--- config.mk ---
export PLATFORM = sky130hd
export DESIGN_NAME = ticket_lock_unit
export DESIGN_NICKNAME = d
export VERILOG_FILES = /design/src/rtl/tlk_pkg.sv /design/src/rtl/tlk_arbiter.sv /design/src/rtl/tlk_counters.sv /design/src/rtl/tlk_slot.sv /design/src/rtl/ticket_lock_unit.sv
export SDC_FILE = /design/constraint.sdc
export NUM_CORES = 1
export LEC_CHECK = 0
export CAP_MARGIN = 20
export CORE_MARGIN = 1.5
export CORE_UTILIZATION = 55
export CTS_BUF_LIST = sky130_fd_sc_hd__clkbuf_4
export CTS_CLUSTER_SIZE = 28
export DETAILED_ROUTE_END_ITERATION = 7
export DONT_BUFFER_PORTS = 1
export GPL_ROUTABILITY_DRIVEN = 0
export PLACE_DENSITY = 0.71
export SYNTH_ARGS = -nofsm -noshare
export SYNTH_HDL_FRONTEND = slang
export SYNTH_SLANG_ARGS = --single-unit
--- constraint.sdc ---
create_clock -name clk -period 2.3 [get_ports clk]
set_clock_uncertainty 0.15 [all_clocks]
set_input_delay 0.69 -clock clk [delete_from_list [all_inputs] [get_ports clk]]
set_output_delay 0.69 -clock clk [all_outputs]
set_load 0.01 [all_outputs]
--- src/rtl/tlk_pkg.sv ---
package tlk_pkg;
  localparam int unsigned DEF_AGENTS   = 4;
  localparam int unsigned DEF_TICKET_W = 3;
endpackage

--- src/rtl/tlk_arbiter.sv ---
module tlk_arbiter #(
  parameter int unsigned NA = 4
) (
  input  logic [NA-1:0] req,
  output logic [NA-1:0] win,
  output logic          any
);
  // lowest set bit wins
  assign win = req & (~req + NA'(1));
  assign any = |req;
endmodule

--- src/rtl/tlk_counters.sv ---
module tlk_counters #(
  parameter int unsigned TW = 3
) (
  input  logic          clk,
  input  logic          rst_n,
  input  logic          issue,
  input  logic          advance,
  output logic [TW-1:0] dispense,
  output logic [TW-1:0] serving,
  output logic [TW-1:0] serving_nxt
);
  assign serving_nxt = serving + TW'(advance);

  always_ff @(posedge clk) begin
    if (!rst_n) begin
      dispense <= '0;
      serving  <= '0;
    end else begin
      if (issue) dispense <= dispense + TW'(1);
      serving <= serving_nxt;
    end
  end
endmodule

--- src/rtl/tlk_slot.sv ---
module tlk_slot #(
  parameter int unsigned TW = 3
) (
  input  logic          clk,
  input  logic          rst_n,
  input  logic          take,
  input  logic [TW-1:0] tkt_in,
  input  logic          rel_ok,
  input  logic [TW-1:0] serving_nxt,
  output logic          holding,
  output logic [TW-1:0] tkt,
  output logic          grant
);
  logic          holding_nxt;
  logic [TW-1:0] tkt_nxt;

  always_comb begin
    holding_nxt = holding;
    tkt_nxt     = tkt;
    if (take) begin
      holding_nxt = 1'b1;
      tkt_nxt     = tkt_in;
    end else if (rel_ok) begin
      holding_nxt = 1'b0;
    end
  end

  always_ff @(posedge clk) begin
    if (!rst_n) begin
      holding <= 1'b0;
      tkt     <= '0;
      grant   <= 1'b0;
    end else begin
      holding <= holding_nxt;
      tkt     <= tkt_nxt;
      grant   <= holding_nxt && (tkt_nxt == serving_nxt);
    end
  end
endmodule

--- src/rtl/ticket_lock_unit.sv ---
module ticket_lock_unit #(
  parameter int unsigned NUM_AGENTS = tlk_pkg::DEF_AGENTS,
  parameter int unsigned TICKET_W   = tlk_pkg::DEF_TICKET_W
) (
  input  logic                           clk,
  input  logic                           rst_n,
  input  logic [NUM_AGENTS-1:0]          acq_valid,
  output logic [NUM_AGENTS-1:0]          acq_ready,
  input  logic [NUM_AGENTS-1:0]          rel_valid,
  output logic [NUM_AGENTS-1:0]          grant,
  output logic [NUM_AGENTS*TICKET_W-1:0] ticket,
  output logic                           rel_err
);
  localparam int unsigned NA = NUM_AGENTS;
  localparam int unsigned TW = TICKET_W;

  logic [NA-1:0] holding;
  logic [NA-1:0] eligible;
  logic [NA-1:0] rel_ok;
  logic          issue;
  logic [TW-1:0] dispense, serving, serving_nxt;

  assign eligible = acq_valid & ~holding;
  assign rel_ok   = rel_valid & grant;

  tlk_arbiter #(.NA(NA)) u_arb (
    .req (eligible),
    .win (acq_ready),
    .any (issue)
  );

  tlk_counters #(.TW(TW)) u_cnt (
    .clk         (clk),
    .rst_n       (rst_n),
    .issue       (issue),
    .advance     (|rel_ok),
    .dispense    (dispense),
    .serving     (serving),
    .serving_nxt (serving_nxt)
  );

  for (genvar g = 0; g < NA; g++) begin : g_slot
    tlk_slot #(.TW(TW)) u_slot (
      .clk         (clk),
      .rst_n       (rst_n),
      .take        (acq_ready[g]),
      .tkt_in      (dispense),
      .rel_ok      (rel_ok[g]),
      .serving_nxt (serving_nxt),
      .holding     (holding[g]),
      .tkt         (ticket[g*TW +: TW]),
      .grant       (grant[g])
    );
  end

  always_ff @(posedge clk) begin
    if (!rst_n) rel_err <= 1'b0;
    else        rel_err <= |(rel_valid & ~grant);
  end
endmodule

==> summary.md, run 1 <==
| Metric | Value |
|---|---|
| Die width | `52.9 um` |
| Total grt overflow | `0` |
| DRT iter0 DRCs | `14` |
| RSZ-0062 raised after global routing | `false` |
| Worst Setup Start Kind | `register` |
| Netlist cell types | `34` |
| Clock net sink count | `27` |
| Kind of critical path | `reg -> out` |
| Die H | `52.9 um` |
| Core area | `0.00228 mm2` |
| Adder-cell share of the synthesized area | `2.74%` |
| Xor and xnor fraction of the mapped netlist area | `around 8.3%` |
| First-pass GRT wire length | `4000 um` |
| Final Non-Filler Cells | `169` |
| Multiplexer share of the synthesized area | `under 10%` |
| DR DRC count | `0` |
| Largest net degree at the start of global routing | `27` |
| Hold Fails Final Rpt | `0` |
| Die ar. | `0.00280 mm2` |
| Vias | `approximately 910` |
| Final setup viols | `0` |
| Drt pass-1 iters | `4` |
| Io pins | `31` |
| Maximum vdd ir drop | `527 uV` |
| Register area share after synthesis | `39.5%` |
| Num CTS Buffers | `3` |
| Post-Synth Simple-Gate Area | `a little over a fifth` |
| Avg WL per Cell | `14.5 um` |
| Number of port buffers | `0` |
| Clock Pin Slew Worst Setup and Hold Paths | `0.13 ns` |
| Clock Tree Buf Depth | `2` |
| CTS H-tree lvls | `1` |
| Slew @ Worst Pin | `0.486 ns` |
| Setup crit end kind | `output pin` |
| #FFs+latches synth | `27` |
| Post-cts sizing count | `0` |
| Antenna-violating nets left | `0` |
| Synth area leaders | `dfxtp_1 (39%), nor2b_1 (5.9%), xor2_1 (5.8%), mux2i_1 (5.1%), buf_4 (4.4%)` |
| # nets final | `155` |
| Minimum clock period | `2.24 ns` |
| CP arrival | `approximately 1.4 ns` |
| Post-Route WL | `between 2000 and 2500 um` |
| FP Rows | `17` |
| Flop-to-flop setup slack | `0.24 ns` |
| Slew Viols, Final | `0` |
| CP required | `1.46 ns` |
| CTS Root Cell | `clkbuf_4` |
| Biggest area consumer among synthesized cells | `dfxtp_1` |
| Power Dens Cells | `811 mW/mm2` |
| Worst-case hold slack | `0.338 ns` |
| YS warnings | `0` |
| Layout area overhead | `-0.456%` |
| Largest family of logic cells by synthesized area | `simple AND/OR/NAND/NOR gates` |
| Layout cells sized above 1 | `13.5%` |
| Max Cap Viol | `0` |
| Period utilization | `between 90 and 100%` |
| Drt via density | `5.37` |
| Cells after Synth | `146` |
| Status | `complete, no violations` |
| Placed cell count | `~170` |
| Pleak | `0.595 nW` |
| Starting Density | `between 60% and 70%` |
| Slew Limit Headroom | `67.5%` |
| Syn_nets | `159` |
| CP Max Fanout | `4` |
| Final core occ | `59.9%` |
| Worst Hold Class | `in -> reg` |
| Post-CTS Setup Bufs | `0` |
| Mapped Area | `0.00137 mm2` |
| Vias in the first global route | `846` |
| Initial antenna violation count | `0` |
| Average size of a mapped cell | `9.38 um2` |
| Clk_lat worst skew | `slightly above 0.3 ns` |
| CTS tree | `done` |
| Fmax | `approximately 450 MHz` |
| Gr usage total | `20.1%` |
| Dpl hpwl | `1920 um` |
| CTS Hold Buffers Added | `0` |
| Yosys top cell area share | `39.5%` |
| N_diodes | `0` |
| Compound-Gate Fraction of Synth Area | `9.32%` |
layout make-up:
type	instances	area [um2]
flip-flops and latches	27	542
multi-input cells	93	666
clock buffers	3	22.5
well taps	28	35.0
inverters	11	48.8
clock inverters	1	5.00
repair buffers	6	45.0
fillers	216	912
worst max-delay path: stages, from the launching register on:
cell and delay, ns:
dfxtp_2 0.37, and2b_2 0.23, or3_4 0.40, inv_4 0.08
flip-flops by register name, summed over array words and instances, names as in the netlist:
signal	flops
g_slot.u_slot.grant	4
g_slot.u_slot.holding	4
g_slot.u_slot.tkt	12
rel_err	1
u_cnt.dispense	3
u_cnt.serving	3
cells in the final DEF (no fill, tap or decap), drive strengths merged, types with 2 or more instances in the layout:
cell / netlist / routed
a21boi: 6 / 6
a21oi: 4 / 4
and2: 4 / 4
and2b: 2 / 2
and4: 2 / 2
buf: 12 / 6
clkbuf: 3 / 3
dfxtp: 27 / 27
ha: 3 / 3
inv: 11 / 11
mux2i: 8 / 8
nand2: 13 / 13
nand2b: 3 / 3
nand3: 3 / 3
nand4: 2 / 2
nor2: 2 / 2
nor2b: 13 / 13
nor3: 3 / 3
o21ai: 3 / 3
o22ai: 3 / 3
xnor2: 4 / 4
xor2: 9 / 9
metal layers:
layer  share of wire, %  vias up  GRT usage, %
met5                  0        -             0
met4                1.4        0          7.69
met3                6.2        4          3.95
met2                 45       26          32.3
met1                 47      414          26.4
li1                   -      463             -
power breakdown:
group,internal [mW],switching (mW),leakage [nW]
Clock,0.0650,0.129,0.0177
Sequential,0.526,0.0598,0.221
Combinational,0.151,0.175,0.357
cell families (layout without fill, tap and decap cells):
logic type	after synthesis	after routing
AO/OA/AOI/OAI	19	19
flip-flops	27	27
AND/OR/NAND/NOR	50	50
multiplexers	8	8
XOR/XNOR	13	13
buffers and inverters	26	21
adder cells (fa/ha/maj)	3	3
path summary, 6_finish.rpt:
path	from	to	cells after the start
max	g_slot[1].u_slot.holding	acq_ready[2]	3
min	rst_n	rel_err	1
max reg2reg	g_slot[1].u_slot.grant	g_slot[1].u_slot.grant	7
min reg2reg	g_slot[0].u_slot.holding	g_slot[0].u_slot.holding	2
cell usage after synthesis:
master and instances:
a21boi_0 6, xnor2_1 4, nand4_1 2, nand2b_1 2
and2_1 4, a21oi_1 4, nand3b_1 1, buf_12 1
nand3_1 3, and4_1 2, inv_1 10, xor2_1 9
nor3_1 3, or3_4 1, nor2b_1 13, nor2_1 2
nand2b_4 1, dfxtp_1 27, o2111ai_1 1, clkbuf_1 3
nor4b_1 1, inv_6 1, a211oi_2 1, mux2i_4 1
buf_6 2, buf_4 8, o21a_1 1, ha_1 3
mux2i_1 7, nand2_1 13, and2b_2 2, o21ai_0 3
o22ai_1 3, buf_1 1
per-stage QoR:
stage	setup slack [ns]	power (mW)	setup TNS [ns]	area (um2)
after floorplan	-0.0717	0.918	-0.0717	1370
after global placement	0.000290	0.916	0	1330
after detailed placement	-0.0739	0.922	-0.116	1330
after CTS	0.000470	1.11	0	1360
after global routing	0.0178	1.18	0	1360
final	0.0609	1.11	0	1360
Power figures use the tool's default switching activity.
==> run 2: changes to the inputs <==
GPL_TIMING_DRIVEN = 0   (was unset)
SKIP_CTS_REPAIR_TIMING = 1   (was unset)
SYNTH_HIERARCHICAL = 1   (was unset)
==> run 2 against run 1 <==
Routed wire length decreased by 7.8%; area after synthesis fell by 11%; setup slack improved by 0.0097 ns; sequential power increased by 0.7%; critical path depth decreased by 1; core utilization grew 8.0 points; global-route usage increased by 0.12 points; die area is 11% lower; critical path type is now in -> out; highest routed layer unchanged.
==> summary.md, run 2 <==
| Metric | Value |
|---|---|
| Status | `complete, no violations (unchanged)` |
| Final setup viols | `0 (unchanged)` |
| Io pins | `31 (unchanged)` |
| Drt pass-1 iters | `3 (was 4)` |
| DRT iter0 DRCs | `5 (was 14)` |
| Top_reg_cell synth | `dfxtp_1 (unchanged)` |
| Syn_nets | `122 (was 159)` |
| Synth top cells by count | `dfxtp_1 (27), mux2i_1 (14), xor2_1 (14) (was dfxtp_1 (27), nand2_1 (13), nor2b_1 (13))` |
| Initial antenna violation count | `0 (unchanged)` |
| Fmax | `449 MHz (was 447 MHz)` |
| Max incr delay on CP | `0.44 ns (was 0.40 ns)` |
| Critical path's slowest cell | `nor3b_4 (was or3_4)` |
| FILL cells | `175 (was 216)` |
| N_diodes | `0 (unchanged)` |
| Die width | `50.0 um (was 52.9 um)` |
| # nets final | `127 (was 155)` |
| Num CTS Buffers | `3 (unchanged)` |
| Die H | `50.0 um (was 52.9 um)` |
| Clock Pin Slew Worst Setup and Hold Paths | `0.14 ns (was 0.13 ns)` |
| Power Dens Cells | `822 mW/mm2 (was 811 mW/mm2)` |
| Setup crit end kind | `output pin (unchanged)` |
| Layout area overhead | `13.0% (was -0.456%)` |
| Slew Limit Headroom | `64.0% (was 67.5%)` |
| Vias | `736 (was 907)` |
| Storage cell area | `542 um2 (unchanged)` |
| Largest registers | `g_slot.u_slot/tkt: 12 flops, g_slot.u_slot/grant: 4 flops, g_slot.u_slot/holding: 4 flops (was g_slot.u_slot.tkt: 12 flops, g_slot.u_slot.grant: 4 flops, g_slot.u_slot.holding: 4 flops)` |
| Clock Tree Buf Depth | `2 (unchanged)` |
| Area of the multi-input gates | `761 um2 (was 666 um2)` |
| Cells after Synth | `109 (was 146)` |
| Gr usage total | `20.2% (was 20.1%)` |
| Drt via density | `5.26 (was 5.37)` |
| Number of port buffers | `0 (unchanged)` |
| Yosys top cell area share | `44.4% (was 39.5%)` |
| Reg with most FFs | `g_slot.u_slot/tkt (was g_slot.u_slot.tkt)` |
| Synth area leaders | `dfxtp_1 (44%), mux2i_1 (12%), xor2_1 (10%), nor2b_1 (6.7%), and2b_1 (4.9%) (was dfxtp_1 (39%), nor2b_1 (5.9%), xor2_1 (5.8%), mux2i_1 (5.1%), buf_4 (4.4%))` |
| Post-Route WL | `2270 um (was 2460 um)` |
| CP arrival | `1.39 ns (was 1.40 ns)` |
| Minimum clock period | `2.23 ns (was 2.24 ns)` |
| Slew Viols, Final | `0 (unchanged)` |
| CTS H-tree lvls | `1 (unchanged)` |
| Commonest non-fill, non-tap cell in the layout | `dfxtp_1 (unchanged)` |
| Most frequent cells in the layout | `dfxtp_1 (26), mux2i_1 (14), xor2_1 (13) (was dfxtp_1 (26), nand2_1 (13), nor2b_1 (13))` |
| Max reg flops | `12 (unchanged)` |
| CP required | `1.46 ns (about the same)` |
| Worst Setup Start Kind | `input port (was register)` |
| Biggest area consumer among synthesized cells | `dfxtp_1 (unchanged)` |
| Dpl hpwl | `1600 um (was 1920 um)` |
| Netlist cell types | `19 (was 34)` |
| Core area | `0.00202 mm2 (was 0.00228 mm2)` |
| Largest net degree at the start of global routing | `25 (was 27)` |
| First-pass GRT wire length | `3680 um (was 4000 um)` |
| Die ar. | `0.00250 mm2 (was 0.00280 mm2)` |
| Hold Fails Final Rpt | `0 (unchanged)` |
| DR DRC count | `0 (unchanged)` |
| Clock net sink count | `27 (unchanged)` |
| Maximum vdd ir drop | `464 uV (was 527 uV)` |
| CP Cell Sequence | `nor2b_1 > nor3b_4 (was and2b_2 > or3_4 > inv_4)` |
| CTS Root Cell | `clkbuf_4 (unchanged)` |
| Kind of critical path | `in -> out (was reg -> out)` |
| Worst Hold Class | `in -> reg (unchanged)` |
| YS warnings | `6 (was 0)` |
| Period utilization | `96.9% (was 97.4%)` |
| CP Max Fanout | `5 (was 4)` |
| Post-synth EDFFs | `0 (unchanged)` |
| FP Rows | `16 (was 17)` |
| Starting Density | `60.1% (was 60.2%)` |
| Average size of a mapped cell | `11.2 um2 (was 9.38 um2)` |
| Final core occ | `67.9% (was 59.9%)` |
| Register area share after synthesis | `44.4% (was 39.5%)` |
| Mapped Area | `0.00122 mm2 (was 0.00137 mm2)` |
| Pleak | `0.581 nW (was 0.595 nW)` |
| Total grt overflow | `0 (unchanged)` |
| Layout cells sized above 1 | `23.9% (was 13.5%)` |
| Max Cap Viol | `0 (unchanged)` |
| Post-synth ARST share | `0% (unchanged)` |
| Avg WL per Cell | `16.2 um (was 14.5 um)` |
| Vias in the first global route | `774 (was 846)` |
| Slew @ Worst Pin | `0.538 ns (was 0.486 ns)` |
| Antenna-violating nets left | `0 (unchanged)` |
| Power, Total | `1.13 mW (was 1.11 mW)` |
| Cell family with most CP delay | `simple AND/OR/NAND/NOR gates (unchanged)` |
| CTS tree | `done (unchanged)` |
| #FFs+latches synth | `27 (unchanged)` |
| Clk_lat worst skew | `0.32 ns (was 0.31 ns)` |
| CP bufs+invs | `0 (was 1)` |
| Count leader, synth | `dfxtp_1 (unchanged)` |
-- run 2: cell types whose count changed in the layout (fill, tap and decap cells not counted), sizes merged, moves of 6 or more --
| cell | before | now |
|---|---|---|
| inv | 11 | 0 |
| a21boi | 6 | 0 |
| and2b | 2 | 13 |
| nand2 | 13 | 2 |
| mux2i | 8 | 14 |
-- run 2: path summary, 6_finish.rpt --
check                    startpoint                      end  slack (ns)  cells after the start
max                    acq_valid[2]             acq_ready[2]        0.07                      2
min                           rst_n  g_slot[1].u_slot/tkt[1]        0.33                      1
max reg2reg  g_slot[3].u_slot/grant   g_slot[1].u_slot/grant        0.09                      7
min reg2reg       u_cnt/dispense[2]        u_cnt/dispense[2]        0.42                      2
-- run 2: cell type report --
class	instances	area share (%)
plain buffers	1	0.546
well taps	27	2.46
multi-input cells	81	55.4
clock buffers	4	2.19
flip-flops and latches	27	39.4
-- run 2: metal layers --
metal  wire [um]  GRT usage, %  vias to the layer above  part of all wire, %
met3          92          4.85                        2                  4.1
met4          21          8.33                        0                 0.93
met1        1100          28.5                      338                   48
met5           0             0                        -                    0
li1            -             -                      377                    -
met2        1060          29.2                       19                   47
-- run 2: metrics by stage --
step / instance area (um2) / setup slack, ns / setup TNS (ns) / cells / hold slack [ns]
CTS: 1350 / -0.0285 / -0.0484 / 140 / 0.316
floorplan: 1280 / -0.0994 / -0.398 / 109 / 0.332
finish: 1370 / 0.0706 / 0 / 140 / 0.330
detailed placement: 1320 / -0.217 / -0.875 / 136 / 0.406
global route: 1370 / -0.0157 / -0.0157 / 140 / 0.305
global placement: 1320 / -0.224 / -0.866 / 136 / 0.399
-- run 2: worst register-to-register path, delay by kind of cell (launching register included) --
family        cells  cell delay, ns
simple gates      3            0.89
xor+xnor          2            0.41
flops             1            0.37
fa+ha+maj         2            0.35
-- run 2: where the power goes --
part           leakage (nW)  internal, mW  switching (mW)
Combinational         0.342         0.182           0.147
Sequential            0.221         0.524          0.0648
Clock                0.0184        0.0797           0.132
Total                 0.581         0.785           0.344
-- run 2: logic make-up (layout without fill, tap and decap cells) --
group                    after synthesis  count (layout)  synth area share, %
AND/OR/NAND/NOR                       45              45                 26.4
flip-flops                            27              27                 44.4
XOR/XNOR                              14              14                 10.1
multiplexers                          14              14                 11.5
AO/OA/AOI/OAI                          5               5                 3.81
adder cells (fa/ha/maj)                3               3                 3.09
buffers and inverters                  1               5                0.618
==> run 3: changes to the inputs <==
PLACE_DENSITY = 0.68   (was 0.71)
clock period = 2.32 ns   (was 2.3 ns; I/O delays follow)
==> run 3 against run 2 <==
Final cell count did not move; clock power barely moved; non-clock buffer count did not move; final area fell by 0.46%; total power fell by 1.2%; global-route usage did not move; core utilization fell by 0.31 points; worst hold slack improved by 0.0072 ns; count of clock-buffer cells in the layout did not move; combinational power fell by 1%; sequential share of layout area rose by 0.089 points; largest power group unchanged.
==> summary.md, run 3 (synthesis results as in run 2) <==
| Metric | Value |
|---|---|
| CP bufs+invs | `0 (unchanged)` |
| Total grt overflow | `0 (unchanged)` |
| Period utilization | `between 90 and 100%` |
| Maximum vdd ir drop | `457 uV (was 464 uV)` |
| Reg with most FFs | `g_slot.u_slot/tkt (unchanged)` |
| Starting Density | `60.1% (unchanged)` |
| Pleak | `0.576 nW (was 0.581 nW)` |
| Minimum clock period | `2.25 ns` |
| Largest registers | `g_slot.u_slot/tkt: 12 flops, g_slot.u_slot/grant: 4 flops, g_slot.u_slot/holding: 4 flops (unchanged)` |
| CP arrival | `1.40 ns (was 1.39 ns)` |
| Largest net degree at the start of global routing | `25 (unchanged)` |
| Clock net sink count | `27 (unchanged)` |
| Max reg flops | `12 (unchanged)` |
| Worst Hold Class | `in -> reg (unchanged)` |
| Status | `complete, no violations (unchanged)` |
| Vias | `737 (was 736)` |
| Antenna-violating nets left | `0 (unchanged)` |
| Drt pass-1 iters | `3 (unchanged)` |
| Slew Viols, Final | `0 (unchanged)` |
| Most frequent cells in the layout | `dfxtp_1 (27), mux2i_1 (14), xor2_1 (13) (was dfxtp_1 (26), mux2i_1 (14), xor2_1 (13))` |
| Critical path's slowest cell | `nor4b_4 (was nor3b_4)` |
| Final setup viols | `0 (unchanged)` |
| CTS tree | `done (unchanged)` |
| Setup crit end kind | `output pin (unchanged)` |
| CTS H-tree lvls | `1 (unchanged)` |
| Cell family with most CP delay | `simple AND/OR/NAND/NOR gates (unchanged)` |
| Setup TNS | `0 ns (unchanged)` |
| Gr usage total | `20.2% (unchanged)` |
| Hold Fails Final Rpt | `0 (unchanged)` |
| Clock Tree Buf Depth | `2 (unchanged)` |
| Avg WL per Cell | `16.1 um (was 16.2 um)` |
| Number of port buffers | `0 (unchanged)` |
| Fmax | `around 440 MHz` |
| Io pins | `31 (unchanged)` |
| Initial antenna violation count | `0 (unchanged)` |
| CTS Root Cell | `clkbuf_4 (unchanged)` |
| CP required | `1.47 ns (was 1.46 ns)` |
| FP Rows | `16 (unchanged)` |
| Max incr delay on CP | `0.53 ns (was 0.44 ns)` |
| Drt via density | `5.26 (about the same)` |
| N_diodes | `0 (unchanged)` |
| Layout cells sized above 1 | `23.0% (was 23.9%)` |
| Die H | `50.0 um (unchanged)` |
| Core area | `0.00202 mm2 (unchanged)` |
| Post-Route WL | `2260 um (was 2270 um)` |
| CP Max Fanout | `5 (unchanged)` |
| # nets final | `127 (unchanged)` |
| Slew @ Worst Pin | `0.537 ns (was 0.538 ns)` |
| Area after DPL | `0.00132 mm2 (unchanged)` |
| Vias in the first global route | `774 (unchanged)` |
| Clock Pin Slew Worst Setup and Hold Paths | `0.14 ns (about the same)` |
| Slew Limit Headroom | `64.1% (was 64.0%)` |
| Clk_lat worst skew | `0.32 ns (about the same)` |
| Kind of critical path | `in -> out (unchanged)` |
| Max Cap Viol | `0 (unchanged)` |
| Area of the multi-input gates | `756 um2 (was 761 um2)` |
| Die width | `50.0 um (unchanged)` |
| DRT iter0 DRCs | `5 (unchanged)` |
| Dpl hpwl | `1600 um (unchanged)` |
| Die ar. | `0.00250 mm2 (unchanged)` |
| DR DRC count | `0 (unchanged)` |
| First-pass GRT wire length | `3680 um (unchanged)` |
| Num CTS Buffers | `3 (unchanged)` |
| Commonest non-fill, non-tap cell in the layout | `dfxtp_1 (unchanged)` |
| Layout area overhead | `12.4% (was 13.0%)` |
| Storage cell area | `541 um2 (was 542 um2)` |
| Post-Layout Inst Area | `0.00137 mm2 (about the same)` |
| Power, Total | `1.12 mW (was 1.13 mW)` |
| Power Dens Cells | `816 mW/mm2 (was 822 mW/mm2)` |
| FILL cells | `177 (was 175)` |
| CP Cell Sequence | `nor2b_2 > nor4b_4 (was nor2b_1 > nor3b_4)` |
| Worst Setup Start Kind | `input port (unchanged)` |
## run 3: cell types whose count changed in the layout (fill, tap and decap cells not counted)
cell and change:
dfxtp_1 +1, dfxtp_2 -1, nor2b_2 +1, nor2b_4 -1
## run 3: layer usage
metal / global-route usage (%) / up-vias / share of wire [%]
li1: - / 376 / -
met5: 0 / - / 0
met3: 4.85 / 2 / 4.1
met1: 28.5 / 340 / 49
met2: 29.2 / 19 / 46
met4: 8.33 / 0 / 0.93
## run 3: path summary, 6_finish.rpt
check,from,to,slack (ns),cells past startpoint
min reg2reg,u_cnt/dispense[2],u_cnt/dispense[2],0.42,2
max,acq_valid[1],acq_ready[3],0.07,2
max reg2reg,g_slot[3].u_slot/grant,g_slot[1].u_slot/grant,0.09,7
min,rst_n,g_slot[1].u_slot/tkt[1],0.34,1
## run 3: worst register-to-register path, stage by stage (launching register included)
cell and delay [ns]:
dfxtp_1 0.38, and2_4 0.18, or4_4 0.54, ha_4 0.18, ha_4 0.17, xor2_4 0.25
xor2_1 0.16, and4_1 0.19
## run 3: through the flow
stage          hold slack (ns)  std cells  utilization [%]  worst slack [ns]
6_report                 0.337        140             67.6            0.0704
5_1_grt                  0.311        140             67.6          -0.00855
4_1_cts                  0.322        140             66.7           -0.0205
3_5_place_dp             0.406        136             65.2            -0.203
3_3_place_gp             0.399        136             65.2            -0.210
2_1_floorplan            0.332        109                -           -0.0854
## run 3: final cells by class
class / instances / area share [%]
well taps: 27 / 2.47
plain buffers: 1 / 0.549
flip-flops and latches: 27 / 39.5
multi-input cells: 81 / 55.3
clock buffers: 4 / 2.20
## run 3: where the power goes
group	switching, mW	internal, mW	total (mW)	leakage (nW)
registers	0.0636	0.519	0.582	0.220
logic	0.146	0.179	0.325	0.337
clock network	0.130	0.0790	0.209	0.0184
